File: config.mk
export PLATFORM = sky130hd
export DESIGN_NAME = strided_tile_addrgen
export DESIGN_NICKNAME = d
export VERILOG_FILES = /design/src/rtl/tgen_pkg.sv /design/src/rtl/tile_axis_counter.sv /design/src/rtl/strided_tile_addrgen.sv
export SDC_FILE = /design/constraint.sdc
export NUM_CORES = 1
export LEC_CHECK = 0
export BUFFER_PORTS_ARGS = -buffer_cell sky130_fd_sc_hd__buf_2
export CORE_MARGIN = 3
export CORE_UTILIZATION = 30
export CTS_BUF_LIST = sky130_fd_sc_hd__clkbuf_8
export CTS_CLUSTER_DIAMETER = 80
export CTS_CLUSTER_SIZE = 40
export DETAILED_ROUTE_END_ITERATION = 16
export GPL_TIMING_DRIVEN = 0
export PLACE_DENSITY = 0.52
export SYNTH_ARGS = -nofsm -noshare
export SYNTH_HDL_FRONTEND = slang
export SYNTH_SLANG_ARGS = --single-unit
File: constraint.sdc
create_clock -name clk -period 5.42 [get_ports clk]
set_clock_uncertainty 0.2 [all_clocks]
set_input_delay 0.813 -clock clk [delete_from_list [all_inputs] [get_ports clk]]
set_output_delay 0.813 -clock clk [all_outputs]
set_load 0.05 [all_outputs]
File: src/rtl/tgen_pkg.sv
package tgen_pkg;
  // Linear address of pixel (r, c) of the tile whose grid position is (tx, ty).
  function automatic int unsigned pixel_addr(input int unsigned tx, input int unsigned ty,
                                             input int unsigned r, input int unsigned c,
                                             input int unsigned cols, input int unsigned stride);
    return (ty * stride + r) * cols + tx * stride + c;
  endfunction

  // Counter width that can hold 0..limit-1.
  function automatic int unsigned cnt_width(input int unsigned limit);
    return (limit > 1) ? $clog2(limit) : 1;
  endfunction
endpackage

File: src/rtl/tile_axis_counter.sv
module tile_axis_counter #(
  parameter int unsigned LIMIT = 8,
  localparam int unsigned CW = tgen_pkg::cnt_width(LIMIT)
) (
  input  logic          clk,
  input  logic          rst_n,
  input  logic          clr,
  input  logic          inc,
  output logic [CW-1:0] cnt,
  output logic          at_max
);
  assign at_max = (cnt == CW'(LIMIT - 1));

  always_ff @(posedge clk or negedge rst_n) begin
    if (!rst_n)      cnt <= '0;
    else if (clr)    cnt <= '0;
    else if (inc)    cnt <= at_max ? '0 : cnt + 1'b1;
  end


  cnt_in_range_chk: assert property (@(posedge clk) disable iff (!rst_n)
    cnt <= CW'(LIMIT - 1));
endmodule

File: src/rtl/strided_tile_addrgen.sv
module strided_tile_addrgen #(
  parameter int unsigned COLS   = 580,
  parameter int unsigned ROWS   = 196,
  parameter int unsigned TILE   = 8,
  parameter int unsigned STRIDE = 4,
  parameter int unsigned NX     = 144,
  parameter int unsigned NY     = 48,
  localparam int unsigned ADDR_W = $clog2(COLS * ROWS),
  localparam int unsigned TW     = tgen_pkg::cnt_width(TILE),
  localparam int unsigned XW     = tgen_pkg::cnt_width(NX),
  localparam int unsigned YW     = tgen_pkg::cnt_width(NY)
) (
  input  logic              clk,
  input  logic              rst_n,
  input  logic              start_i,
  input  logic              ready_i,
  output logic              valid_o,
  output logic [ADDR_W-1:0] addr_o,
  output logic              tile_first_o,
  output logic              tile_last_o,
  output logic              done_o
);
  logic busy_q, done_q;

  // Named events used by the counters and the assertions
  logic hs, start_go, col_wrap_ev, tile_done_ev, gridrow_done_ev, final_ev;
  logic [TW-1:0] col_cnt, row_cnt;
  logic [XW-1:0] tx_cnt;
  logic [YW-1:0] ty_cnt;
  logic col_max, row_max, tx_max, ty_max;

  assign hs              = busy_q & ready_i;
  assign start_go        = ~busy_q & start_i;
  assign col_wrap_ev     = hs & col_max;
  assign tile_done_ev    = col_wrap_ev & row_max;
  assign gridrow_done_ev = tile_done_ev & tx_max;
  assign final_ev        = gridrow_done_ev & ty_max;

  tile_axis_counter #(.LIMIT(TILE)) u_col (
    .clk(clk), .rst_n(rst_n), .clr(start_go), .inc(hs),
    .cnt(col_cnt), .at_max(col_max));
  tile_axis_counter #(.LIMIT(TILE)) u_row (
    .clk(clk), .rst_n(rst_n), .clr(start_go), .inc(col_wrap_ev),
    .cnt(row_cnt), .at_max(row_max));
  tile_axis_counter #(.LIMIT(NX)) u_tx (
    .clk(clk), .rst_n(rst_n), .clr(start_go), .inc(tile_done_ev),
    .cnt(tx_cnt), .at_max(tx_max));
  tile_axis_counter #(.LIMIT(NY)) u_ty (
    .clk(clk), .rst_n(rst_n), .clr(start_go), .inc(gridrow_done_ev),
    .cnt(ty_cnt), .at_max(ty_max));

  always_ff @(posedge clk or negedge rst_n) begin
    if (!rst_n) begin
      busy_q <= 1'b0;
      done_q <= 1'b0;
    end else begin
      done_q <= final_ev;
      if (start_go)      busy_q <= 1'b1;
      else if (final_ev) busy_q <= 1'b0;
    end
  end

  assign valid_o      = busy_q;
  assign done_o       = done_q;
  assign tile_first_o = busy_q & (col_cnt == '0) & (row_cnt == '0);
  assign tile_last_o  = busy_q & col_max & row_max;
  assign addr_o = ADDR_W'(tgen_pkg::pixel_addr(32'(tx_cnt), 32'(ty_cnt), 32'(row_cnt),
                                               32'(col_cnt), COLS, STRIDE));


  hold_on_stall_chk: assert property (@(posedge clk) disable iff (!rst_n)
    (valid_o && !ready_i) |=> (valid_o && $stable(addr_o) && $stable(tile_first_o)
                               && $stable(tile_last_o)));

  done_single_chk: assert property (@(posedge clk) disable iff (!rst_n)
    done_o |=> !done_o);

  done_after_last_chk: assert property (@(posedge clk) disable iff (!rst_n)
    done_o |-> (!valid_o && $past(hs && tile_last_o)));

  next_tile_first_chk: assert property (@(posedge clk) disable iff (!rst_n)
    (hs && tile_last_o && !final_ev) |=> tile_first_o);

  start_first_chk: assert property (@(posedge clk) disable iff (!rst_n)
    start_go |=> (valid_o && tile_first_o && addr_o == '0));

  addr_bound_chk: assert property (@(posedge clk) disable iff (!rst_n)
    valid_o |-> (32'(addr_o) < COLS * ROWS));
endmodule

==> summary.md <==
| Metric | Value |
|---|---|
| Status | complete, no violations |
| Worst setup EP type | output port |
| Hold slack | 0.316 ns |
| Fillers | 817 |
| Register area | 554 µm² |
| # H-tree levels | 1 |
| Dpl hpwl | 4.00 mm |
| Startpoint Class | flop |
| Share of layout cells above drive strength 1 | 27.0% |
| Most common cell in the netlist | ha_1 |
| Fin Setup TNS | 0 ns |
| CTS root buf | clkbuf_8 |
| Top FF cell, synth | dfrtp_1 |
| Multi-input gate area | 2230 µm² |
| Max-slew violation count | 0 |
| Die area | 9630 µm² |
| Mapped Cells | 278 |
| Crit path required time | 4.41 ns |
| Post-synth EDFFs | 0 |
| Static Leak | 0.00169 µW |
| Initial antenna violation count | 0 |
| Core area | 7970 µm² |
| Reg2reg start | u_row.cnt[1]$_DFFE_PN0P_ |
| Rel. slew slack | 57.0% |
| Num Clock Sinks | 22 |
| Clock tree buffer depth | 2 |
| Largest net degree at the start of global routing | 23 |
| Number of global-route vias before repair | 1994 |
| Top cells by area, synth | ha_1 29%, dfrtp_1 22%, nor2_1 5.2% |
| Cell area after layout | 3250 µm² |
| Most instantiated cells after synthesis | 58 x ha_1, 35 x nor2_1, 22 x dfrtp_1 |
| Avg Synthesized Cell Area | 9.16 µm² |
| Register area share after synthesis | 21.6% |
| All-Layer GR Usage | 11.2% |
| Clk_lat worst skew | 0.26 ns |
| Routed wire per std cell | 12.8 µm |
| Least-Margin Pin Slew | 0.636 ns |
| Clock transition at path regs | 0.08 ns |
| Synthesized cell area | 2550 µm² |
| Starting Density | 32.0% |
| Num ports | 25 |
| Reg-to-Reg End | u_ty.cnt[4]$_DFFE_PN0P_ |
| Reg2Reg Setup Slack | 2.88 ns |
| GP Congestion | 0.731 |
| WS Path Type | flop to output port |
| IO buf count | 24 |
| Crit path arrival time | 4.25 ns |
| Total gr overflow | 0 |
| Syn Nets | 344 |
| Maximum vdd drop | 0.173 mV |
| Die Ht | 98.1 µm |
| Drc violations | 0 |
| Area leader, netlist | ha_1 |
| Yosys cell types | 51 |
| Avg Vias per Cell | 5.03 |
| Max FO, Critical Path | 5 |
| Final setup fails | 0 |
| Diode count | 0 |
| Max-Cap Viols | 0 |
| FF+latch count, synth | 22 |
| FFs w/ async S/R, synth | 100% |
| DRT Pass-1 Iters | 4 |
| Reg2reg path depth | 8 |
| Via count | 2096 |
| Post-layout minimum cycle time | 5.26 ns |
| Area Growth Syn to Fin | 27.5% |
| TritonCTS buffer count | 3 |
| Row count | 32 |
| Starting DRT DRC Count | 46 |
| Top-area cell type share of the netlist area | 28.5% |
| Crit share post-route | 97.0% |
| Pwr Density | 176 nW/µm² |
| DP Area | 2820 µm² |
| Max Fclk | 190 MHz |
| Hold Vio Cnt, Final | 0 |
| Global-route wire length before repair | 9.20 mm |
| Min-Delay Path Class | input port to asynchronous set/reset pin |
| Routed WL | 5.33 mm |
| CTS tree | built |
| Yosys warnings | 0 |
| Final ANT Viol Nets | 0 |
| Die Width | 98.1 µm |
| Post-layout net count | 383 |
## cell usage in the layout (no fill, tap or decap), types with 3 or more instances in the layout
cell type,n
o21a_1,4
xnor2_2,4
dfrtp_2,3
nand4_1,3
o21ai_0,10
xor2_1,9
nor2b_1,3
a21oi_1,9
inv_1,10
buf_4,15
buf_2,21
fa_1,4
ha_1,46
a21o_1,3
ha_4,10
xnor2_1,10
nand2b_1,3
dfrtp_1,19
nor3_1,5
nand3_1,8
nor2_1,35
clkbuf_8,3
nand2_1,19
and3_1,4
## per-stage QoR
stage / total power (µW) / setup WS [ns] / cells / utilization (%)
global placement: 442 / -0.535 / 404 / 35.3
global route: 616 / -0.0581 / 417 / 40.8
finish: 572 / 0.161 / 417 / 40.8
floorplan: 391 / 0.0695 / 278 / -
CTS: 568 / -0.000512 / 413 / 38.5
detailed placement: 444 / -0.585 / 404 / 35.3
## power breakdown
group / switching (µW) / internal, µW
clock: 51.4 / 49.6
combinational: 181 / 94.5
sequential: 18.3 / 177
total: 251 / 322
## per-layer routing
layer | share of wire (%) | wire length, µm | track usage (%)
met3 | 2.3 | 120 | 2.00
met4 | 1.0 | 53 | 2.34
met2 | 46 | 2440 | 19.0
met1 | 51 | 2710 | 15.1
met5 | 0 | 0 | 0
## worst max path at each step
| stage | start | endpoint |
|---|---|---|
| floorplan | u_ty.cnt[0]$_DFFE_PN0P_ | addr_o[15] |
| global placement | u_ty.cnt[0]$_DFFE_PN0P_ | addr_o[16] |
| detailed placement | u_ty.cnt[0]$_DFFE_PN0P_ | addr_o[16] |
| CTS | u_row.cnt[2]$_DFFE_PN0P_ | addr_o[16] |
| global route | u_row.cnt[2]$_DFFE_PN0P_ | addr_o[16] |
| finish | u_row.cnt[2]$_DFFE_PN0P_ | addr_o[16] |
## state kept, by name, indices dropped and copies added, names as in the netlist
register	flops
u_ty.cnt	6
done_o	1
u_col.cnt	3
u_tx.cnt	8
u_row.cnt	3
valid_o	1
## area by class of cell
class / count / area share [%]
buffer: 7 / 1.31
clock buffer: 3 / 1.27
inverter: 10 / 1.16
multi-input combinational: 239 / 68.7
sequential: 22 / 17.1
tap: 102 / 3.93
timing repair buffer: 34 / 6.55
## kinds of logic after synthesis
| logic type | share of synthesized area, % |
|---|---|
| and+or+nand+nor | 20.5 |
| adders and majority gates | 31.6 |
| AOI/OAI and AO/OA | 13.0 |
| xor gates and xnor gates | 8.94 |
| DFF | 21.6 |
| buffers and inverters | 3.05 |
| muxes | 1.23 |
## worst max-delay path, stage by stage (launching register included)
cell and delay (ns):
dfrtp_2 0.41, buf_6 0.13, ha_2 0.18, nand3_2 0.08
xnor2_2 0.25, ha_1 0.28, ha_2 0.20, ha_4 0.17
fa_1 0.57, ha_4 0.21, ha_4 0.31, nor2_1 0.07
nor4b_2 0.30, a21oi_2 0.11, and4b_1 0.28, o21ai_2 0.08
xnor2_2 0.17, buf_6 0.17
## repair_timing
action                                  4_1_cts  5_1_grt
endpoints found under the setup margin        6        5
buffers inserted                              6        4
pin swaps                                     6       14
hold buffers                                  0        0
gates resized for setup                      32       20
Note: power is estimated with default switching activity, not from simulation.
